### config.mk
export PLATFORM = sky130hd
export DESIGN_NAME = ecp_phase_seq
export DESIGN_NICKNAME = d
export VERILOG_FILES = /design/src/rtl/ecp_seq_pkg.sv /design/src/rtl/ecp_sync2.sv /design/src/rtl/ecp_interval.sv /design/src/rtl/ecp_phase_seq.sv
export SDC_FILE = /design/constraint.sdc
export NUM_CORES = 1
export LEC_CHECK = 0
export BUFFER_PORTS_ARGS = -buffer_cell sky130_fd_sc_hd__buf_4
export CELL_PAD_IN_SITES_DETAIL_PLACEMENT = 0
export CELL_PAD_IN_SITES_GLOBAL_PLACEMENT = 1
export CORE_ASPECT_RATIO = 0.7
export CORE_MARGIN = 10
export CORE_UTILIZATION = 46
export CTS_BUF_LIST = sky130_fd_sc_hd__clkbuf_16
export DETAILED_ROUTE_END_ITERATION = 8
export PLACE_DENSITY_LB_ADDON = 0.15
export SLEW_MARGIN = 20
export SYNTH_ARGS = -nofsm -noshare
export SYNTH_HDL_FRONTEND = slang
export SYNTH_SLANG_ARGS = --single-unit
### constraint.sdc
create_clock -name clk -period 2.8 [get_ports clk]
set_clock_uncertainty 0.1 [all_clocks]
set_input_delay 0.42 -clock clk [delete_from_list [all_inputs] [get_ports clk]]
set_output_delay 0.42 -clock clk [all_outputs]
set_load 0.05 [all_outputs]
### src/rtl/ecp_seq_pkg.sv
package ecp_seq_pkg;

  typedef enum logic [2:0] {
    PH_UNKNOWN    = 3'd0,
    PH_SETUP      = 3'd1,
    PH_FWD_IDLE   = 3'd2,
    PH_FWD_TO_REV = 3'd3,
    PH_REV_IDLE   = 3'd4,
    PH_REV_TO_FWD = 3'd5
  } phase_e;

  typedef enum logic [1:0] {
    ER_NONE   = 2'd0,
    ER_DEVICE = 2'd1,
    ER_LINK   = 2'd2
  } err_e;

  typedef enum logic [3:0] {
    ST_IDLE, ST_W31, ST_REV_ACK, ST_REV_HOLD, ST_W40,
    ST_FWD_RREQ, ST_W48, ST_W49
  } st_e;

  typedef struct packed {
    logic pack;
    logic pclk;
    logic arev;
    logic xflag;
    logic preq;
  } stat_t;

  // Nanoseconds to whole clock cycles, rounded up, never below one.
  function automatic int unsigned ns_to_cycles(int unsigned ns, int unsigned hz);
    longint unsigned p;
    p = (64'(ns) * 64'(hz) + 64'd999_999_999) / 64'd1_000_000_000;
    if (p == 64'd0) p = 64'd1;
    return 32'(p);
  endfunction

  function automatic logic met_fwd_ready(stat_t s);
    return !s.pack && s.pclk && s.arev && s.xflag;
  endfunction

  function automatic logic met_rev_ack(stat_t s);
    return !s.arev;
  endfunction

  function automatic logic met_pre_turn(stat_t s);
    return !s.pack && s.pclk;
  endfunction

endpackage

### src/rtl/ecp_sync2.sv
module ecp_sync2 #(
  parameter int W = 5,
  parameter logic [W-1:0] RST_VAL = '1
) (
  input  logic         clk,
  input  logic         rst_n,
  input  logic [W-1:0] d,
  output logic [W-1:0] q
);
  for (genvar i = 0; i < W; i++) begin : g_bit
    logic [1:0] ff;
    always_ff @(posedge clk or negedge rst_n) begin
      if (!rst_n) ff <= {2{RST_VAL[i]}};
      else        ff <= {ff[0], d[i]};
    end
    assign q[i] = ff[1];
  end
endmodule

### src/rtl/ecp_interval.sv
module ecp_interval #(
  parameter int unsigned LIMIT = 4
) (
  input  logic clk,
  input  logic rst_n,
  input  logic clr,
  input  logic run,
  output logic hit
);
  localparam int CW = $clog2(LIMIT + 1);
  logic [CW-1:0] cnt;

  assign hit = run && (cnt == CW'(LIMIT - 1));

  always_ff @(posedge clk or negedge rst_n) begin
    if (!rst_n)          cnt <= '0;
    else if (clr)        cnt <= '0;
    else if (run && !hit) cnt <= cnt + 1'b1;
  end
endmodule

### src/rtl/ecp_phase_seq.sv
module ecp_phase_seq
  import ecp_seq_pkg::*;
#(
  parameter int unsigned CLK_HZ     = 250_000_000,
  parameter int unsigned HOLD_NS    = 500,
  parameter int unsigned TIMEOUT_NS = 35_000_000
) (
  input  logic       clk,
  input  logic       rst_n,
  input  logic       cmd_setup,
  input  logic       cmd_reverse,
  input  logic       cmd_forward,
  input  logic       in_pack,
  input  logic       in_pclk,
  input  logic       in_arev,
  input  logic       in_xflag,
  input  logic       in_preq,
  output logic       out_strb,
  output logic       out_hack,
  output logic       out_rreq,
  output logic       out_sel,
  output logic       out_dir_in,
  output logic [2:0] out_phase,
  output logic [5:0] out_event,
  output logic       out_done,
  output logic [1:0] out_err,
  output logic       out_rd_avail
);
  localparam int unsigned HOLD_CYC    = ns_to_cycles(HOLD_NS, CLK_HZ);
  localparam int unsigned TIMEOUT_CYC = ns_to_cycles(TIMEOUT_NS, CLK_HZ);

  st_e    st;
  phase_e phase_q;
  err_e   err_q;
  stat_t  raw, syn;

  assign raw = '{pack: in_pack, pclk: in_pclk, arev: in_arev,
                 xflag: in_xflag, preq: in_preq};

  ecp_sync2 #(.W($bits(stat_t)), .RST_VAL('1)) u_sync (
    .clk(clk), .rst_n(rst_n), .d(raw), .q(syn)
  );

  // Named internal events.
  logic idle, go_setup, go_rev, go_fwd, rej_pulse;
  logic in_wait, cond_met, step48, wait_clr, wait_hit, hold_hit;

  assign idle     = (st == ST_IDLE);
  assign go_setup = idle && cmd_setup;
  assign go_rev   = idle && !cmd_setup && cmd_reverse;
  assign go_fwd   = idle && !cmd_setup && !cmd_reverse && cmd_forward;
  assign rej_pulse = (go_rev && phase_q != PH_FWD_IDLE) ||
                     (go_fwd && phase_q != PH_REV_IDLE);

  always_comb begin
    in_wait  = 1'b1;
    cond_met = 1'b0;
    unique case (st)
      ST_W31:  cond_met = met_fwd_ready(syn);
      ST_W40:  cond_met = met_rev_ack(syn);
      ST_W48:  cond_met = met_pre_turn(syn);
      ST_W49:  cond_met = met_fwd_ready(syn);
      default: in_wait  = 1'b0;
    endcase
  end

  assign step48   = (st == ST_W48) && cond_met;
  assign wait_clr = !in_wait || step48;

  ecp_interval #(.LIMIT(TIMEOUT_CYC)) u_timeout (
    .clk(clk), .rst_n(rst_n), .clr(wait_clr), .run(in_wait), .hit(wait_hit)
  );

  ecp_interval #(.LIMIT(HOLD_CYC)) u_hold (
    .clk(clk), .rst_n(rst_n), .clr(st != ST_REV_HOLD),
    .run(st == ST_REV_HOLD), .hit(hold_hit)
  );

  always_ff @(posedge clk or negedge rst_n) begin
    if (!rst_n) begin
      st         <= ST_IDLE;
      phase_q    <= PH_UNKNOWN;
      err_q      <= ER_NONE;
      out_done   <= 1'b0;
      out_event  <= 6'd0;
      out_strb   <= 1'b1;
      out_hack   <= 1'b1;
      out_rreq   <= 1'b1;
      out_sel    <= 1'b1;
      out_dir_in <= 1'b0;
    end else begin
      out_done <= 1'b0;
      unique case (st)
        ST_IDLE: begin
          if (go_setup) begin
            phase_q    <= PH_SETUP;
            err_q      <= ER_NONE;
            out_sel    <= 1'b1;
            out_rreq   <= 1'b1;
            out_hack   <= 1'b0;
            out_strb   <= 1'b1;
            out_dir_in <= 1'b0;
            out_event  <= 6'd30;
            st         <= ST_W31;
          end else if (rej_pulse) begin
            err_q    <= ER_LINK;
            out_done <= 1'b1;
          end else if (go_rev) begin
            phase_q    <= PH_FWD_TO_REV;
            err_q      <= ER_NONE;
            out_dir_in <= 1'b1;
            st         <= ST_REV_ACK;
          end else if (go_fwd) begin
            phase_q  <= PH_REV_TO_FWD;
            err_q    <= ER_NONE;
            out_hack <= 1'b1;
            st       <= ST_FWD_RREQ;
          end
        end
        ST_W31: begin
          if (cond_met) begin
            phase_q   <= PH_FWD_IDLE;
            out_event <= 6'd31;
            out_done  <= 1'b1;
            st        <= ST_IDLE;
          end else if (wait_hit) begin
            phase_q  <= PH_UNKNOWN;
            err_q    <= ER_DEVICE;
            out_done <= 1'b1;
            st       <= ST_IDLE;
          end
        end
        ST_REV_ACK: begin
          out_hack  <= 1'b0;
          out_event <= 6'd38;
          st        <= ST_REV_HOLD;
        end
        ST_REV_HOLD: begin
          if (hold_hit) begin
            out_rreq  <= 1'b0;
            out_event <= 6'd39;
            st        <= ST_W40;
          end
        end
        ST_W40: begin
          if (cond_met) begin
            phase_q   <= PH_REV_IDLE;
            out_event <= 6'd40;
            out_done  <= 1'b1;
            st        <= ST_IDLE;
          end else if (wait_hit) begin
            phase_q  <= PH_UNKNOWN;
            err_q    <= ER_LINK;
            out_done <= 1'b1;
            st       <= ST_IDLE;
          end
        end
        ST_FWD_RREQ: begin
          out_rreq  <= 1'b1;
          out_event <= 6'd47;
          st        <= ST_W48;
        end
        ST_W48, ST_W49: begin
          if (cond_met && st == ST_W48) begin
            out_event <= 6'd48;
            st        <= ST_W49;
          end else if (cond_met) begin
            out_event  <= 6'd49;
            out_dir_in <= 1'b0;
            phase_q    <= PH_FWD_IDLE;
            out_done   <= 1'b1;
            st         <= ST_IDLE;
          end else if (wait_hit) begin
            phase_q  <= PH_UNKNOWN;
            err_q    <= ER_LINK;
            out_done <= 1'b1;
            st       <= ST_IDLE;
          end
        end
        default: st <= ST_IDLE;
      endcase
    end
  end

  assign out_phase    = phase_q;
  assign out_err      = err_q;
  assign out_rd_avail = !syn.preq;

endmodule

==> reports/summary.txt <==
Status - complete, no violations
Synth cell types - 53
Worst slew margin - 51.0%
Postcts setup bufs - 0
Post-synth ARST share - 100%
Post-synthesis sequential area ratio - 48.3%
Hpwl dp - 4870 µm
Placed Instances - 412
Max-Cap Viols - 0
Slew @ Worst Pin - 0.736 ns
Yosys warns - 0
CTS tree - built
Most common cell after layout, fill and taps aside - dfrtp_1
Switching Share - 28.4%
Synth Flop Type - dfrtp_1
Cells after Synth - 305
Worst Setup End Kind - flip-flop
# DRC - 0
Max-slew violations - 0
Sequential share of power - 39.6%
GRT Total Usage - 14.1%
Vias/cell - 5.39
Grt ovf - 0
Antenna fix cells - 0
Sink Count - 59
DR WL/cell - 16.0 µm
Syn avg cell area - 10.1 µm²
Seq cells post-synth - 59
Fmax - 424 MHz
Critical path arrival - 2.48 ns
Final setup TNS - 0 ns
Tmin final - 2.36 ns
IO Pins - 28
PwrDens - 657 nW/µm²
ANT nets after route - 0
Net Sw Power - 0.679 mW
Leakage power - 1.55 nW
First-pass GRT wire length - 11700 µm
Area occupied by registers - 1490 µm²
Vias - 2305
Clock root cell - clkbuf_16
Most frequent cells in the layout - 47 x dfrtp_1, 35 x nor2_1, 29 x buf_4, 20 x o21ai_0, 20 x nand2_1
Final std cells w/o fill - 428
Kind of cell adding the most delay to the critical path - simple AND/OR/NAND/NOR gates
Drt pass-1 iters - 4
Logic gate share of total power - 15.1%
CP max stage delay - 0.70 ns
RSZ-0062 raised after global routing - no
Die Ht - 88.6 µm
Largest net degree at the start of global routing - 60
Layout cell share with drive strength beyond 1 - 22.0%
Critical Path RT - 2.92 ns
Worst-skew pair later-pin latency - 0.34 ns
Final Cycle Share - 84.2%
Reg2reg end - st[0]
DRT iter0 DRCs - 201
Initial antenna violation count - 0
# nets final - 345
Area growth syn-to-layout - 17.7%
PortBufs - 25
CTS clk-pin slew, worst paths - 0.05 ns
CORE AREA - 6370 µm²
Clock Power Share - 45.3%
Crit start category - flip-flop
Rows - 24
Worst VDD drop - 0.516 mV
Cell area after synthesis - 3090 µm²
H-tree depth - 3
Highest-delay cell along the critical path - or4_1
Worst reg2reg setup slack - 0.44 ns
Cts repair resizes - 0
Setup CP Type - reg2reg
R2R Path Start - st[1]
Inserted Clock Buffers - 9
WL final - 6830 µm
Final hold vios - 0
Final setup fails - 0
Worst Path Buf+Inv - 0
Die W - 118 µm
Worst Reg2Reg Path Length in Cells - 5
Internal power - 1.71 mW
Hold WC Path Type - in2async
CTS hold repair buffers - 0
RePlAce Congestion - 0.914
Starting density of the core - 48.5%
Clock Tree Buf Depth - 2
Die footprint - 10400 µm²
Fill count - 591
Worst-path maximum fanout - 14
Vias in the first global route - 2187
Worst path cell trace - or4_1, nor3b_1, o21ai_0, a21oi_1, nand2_1
Area of the multi-input gates - 1490 µm²
Post-synth EDFFs - 0
[layout make-up]
type | instances | share of cell area (%)
clock buffers | 9 | 6.19
multi-input cells | 225 | 41.0
flip-flops and latches | 59 | 41.0
inverters | 8 | 0.826
well taps | 91 | 3.13
clock inverters | 7 | 1.89
repair buffers | 29 | 5.99
[metrics by stage]
stage	instance area (µm²)	setup WS [ns]	hold WS (ns)	total power [mW]	utilization, %
final	3640	0.442	0.0390	2.39	57.1
after CTS	3640	0.476	0.0761	2.42	57.1
after detailed placement	3340	0.478	0.247	1.32	52.5
after floorplan	3090	0.640	0.0244	1.21	-
after global routing	3640	0.244	0.0726	2.50	57.1
after global placement	3340	0.475	0.246	1.33	52.5
[Yosys cell counts (all sizes together), types with 5 or more instances]
cell type | n | area, µm²
a21oi | 11 | 55.1
and3 | 9 | 56.3
buf | 11 | 71.3
dfrtp | 47 | 1180
dfstp | 12 | 315
inv | 8 | 30.0
mux2 | 9 | 120
nand2 | 20 | 75.1
nand2b | 5 | 31.3
nand3 | 11 | 55.1
nand4 | 7 | 43.8
nor2 | 36 | 151
nor3 | 10 | 66.3
nor4 | 5 | 46.3
o21ai | 21 | 105
xnor2 | 13 | 114
xor2 | 9 | 78.8
[power groups by stage]
stage	combinational, mW	clock (mW)	sequential (mW)
after detailed placement	0.364	0	0.959
after global placement	0.368	0	0.959
final	0.362	1.08	0.945
after global routing	0.392	1.15	0.953
after CTS	0.365	1.11	0.945
after floorplan	0.169	0	1.04
[metal layers]
metal	global-route usage [%]	vias up	wire length, µm
met3	5.85	4	383
met5	0	-	0
met2	16.5	53	2540
met4	6.15	0	36
met1	21.1	1102	3870
li1	-	1146	-
[registers in the layout, indices dropped and copies added (netlist names), 2 cells and up]
name,count
st,4
u_timeout.cnt,24
out_err,2
u_hold.cnt,7
out_phase,3
out_event,5
u_sync.g_bit.ff,10
[cells by family after synthesis]
| kind of cell | Yosys count | synth area share [%] |
|---|---|---|
| flops | 59 | 48.3 |
| simple gates | 133 | 24.9 |
| compound gates | 52 | 10.6 |
| buf+inv | 22 | 3.64 |
| fa+ha+maj | 3 | 1.21 |
| other cells | 2 | 0.243 |
| xor+xnor | 22 | 6.23 |
| mux | 12 | 4.86 |
[worst max path at each step]
stage	slack [ns]	endpoint	cells after the start	startpoint
4_1_cts	0.48	out_event[4]	5	st[1]
2_1_floorplan	0.64	out_event[0]	5	u_sync.g_bit[3].ff[1]
6_report	0.44	st[0]	5	st[1]
5_1_grt	0.24	st[0]	5	st[1]
3_3_place_gp	0.47	out_event[3]	5	st[1]
3_5_place_dp	0.48	out_event[0]	5	st[0]
(Power assumes the default switching activity.)
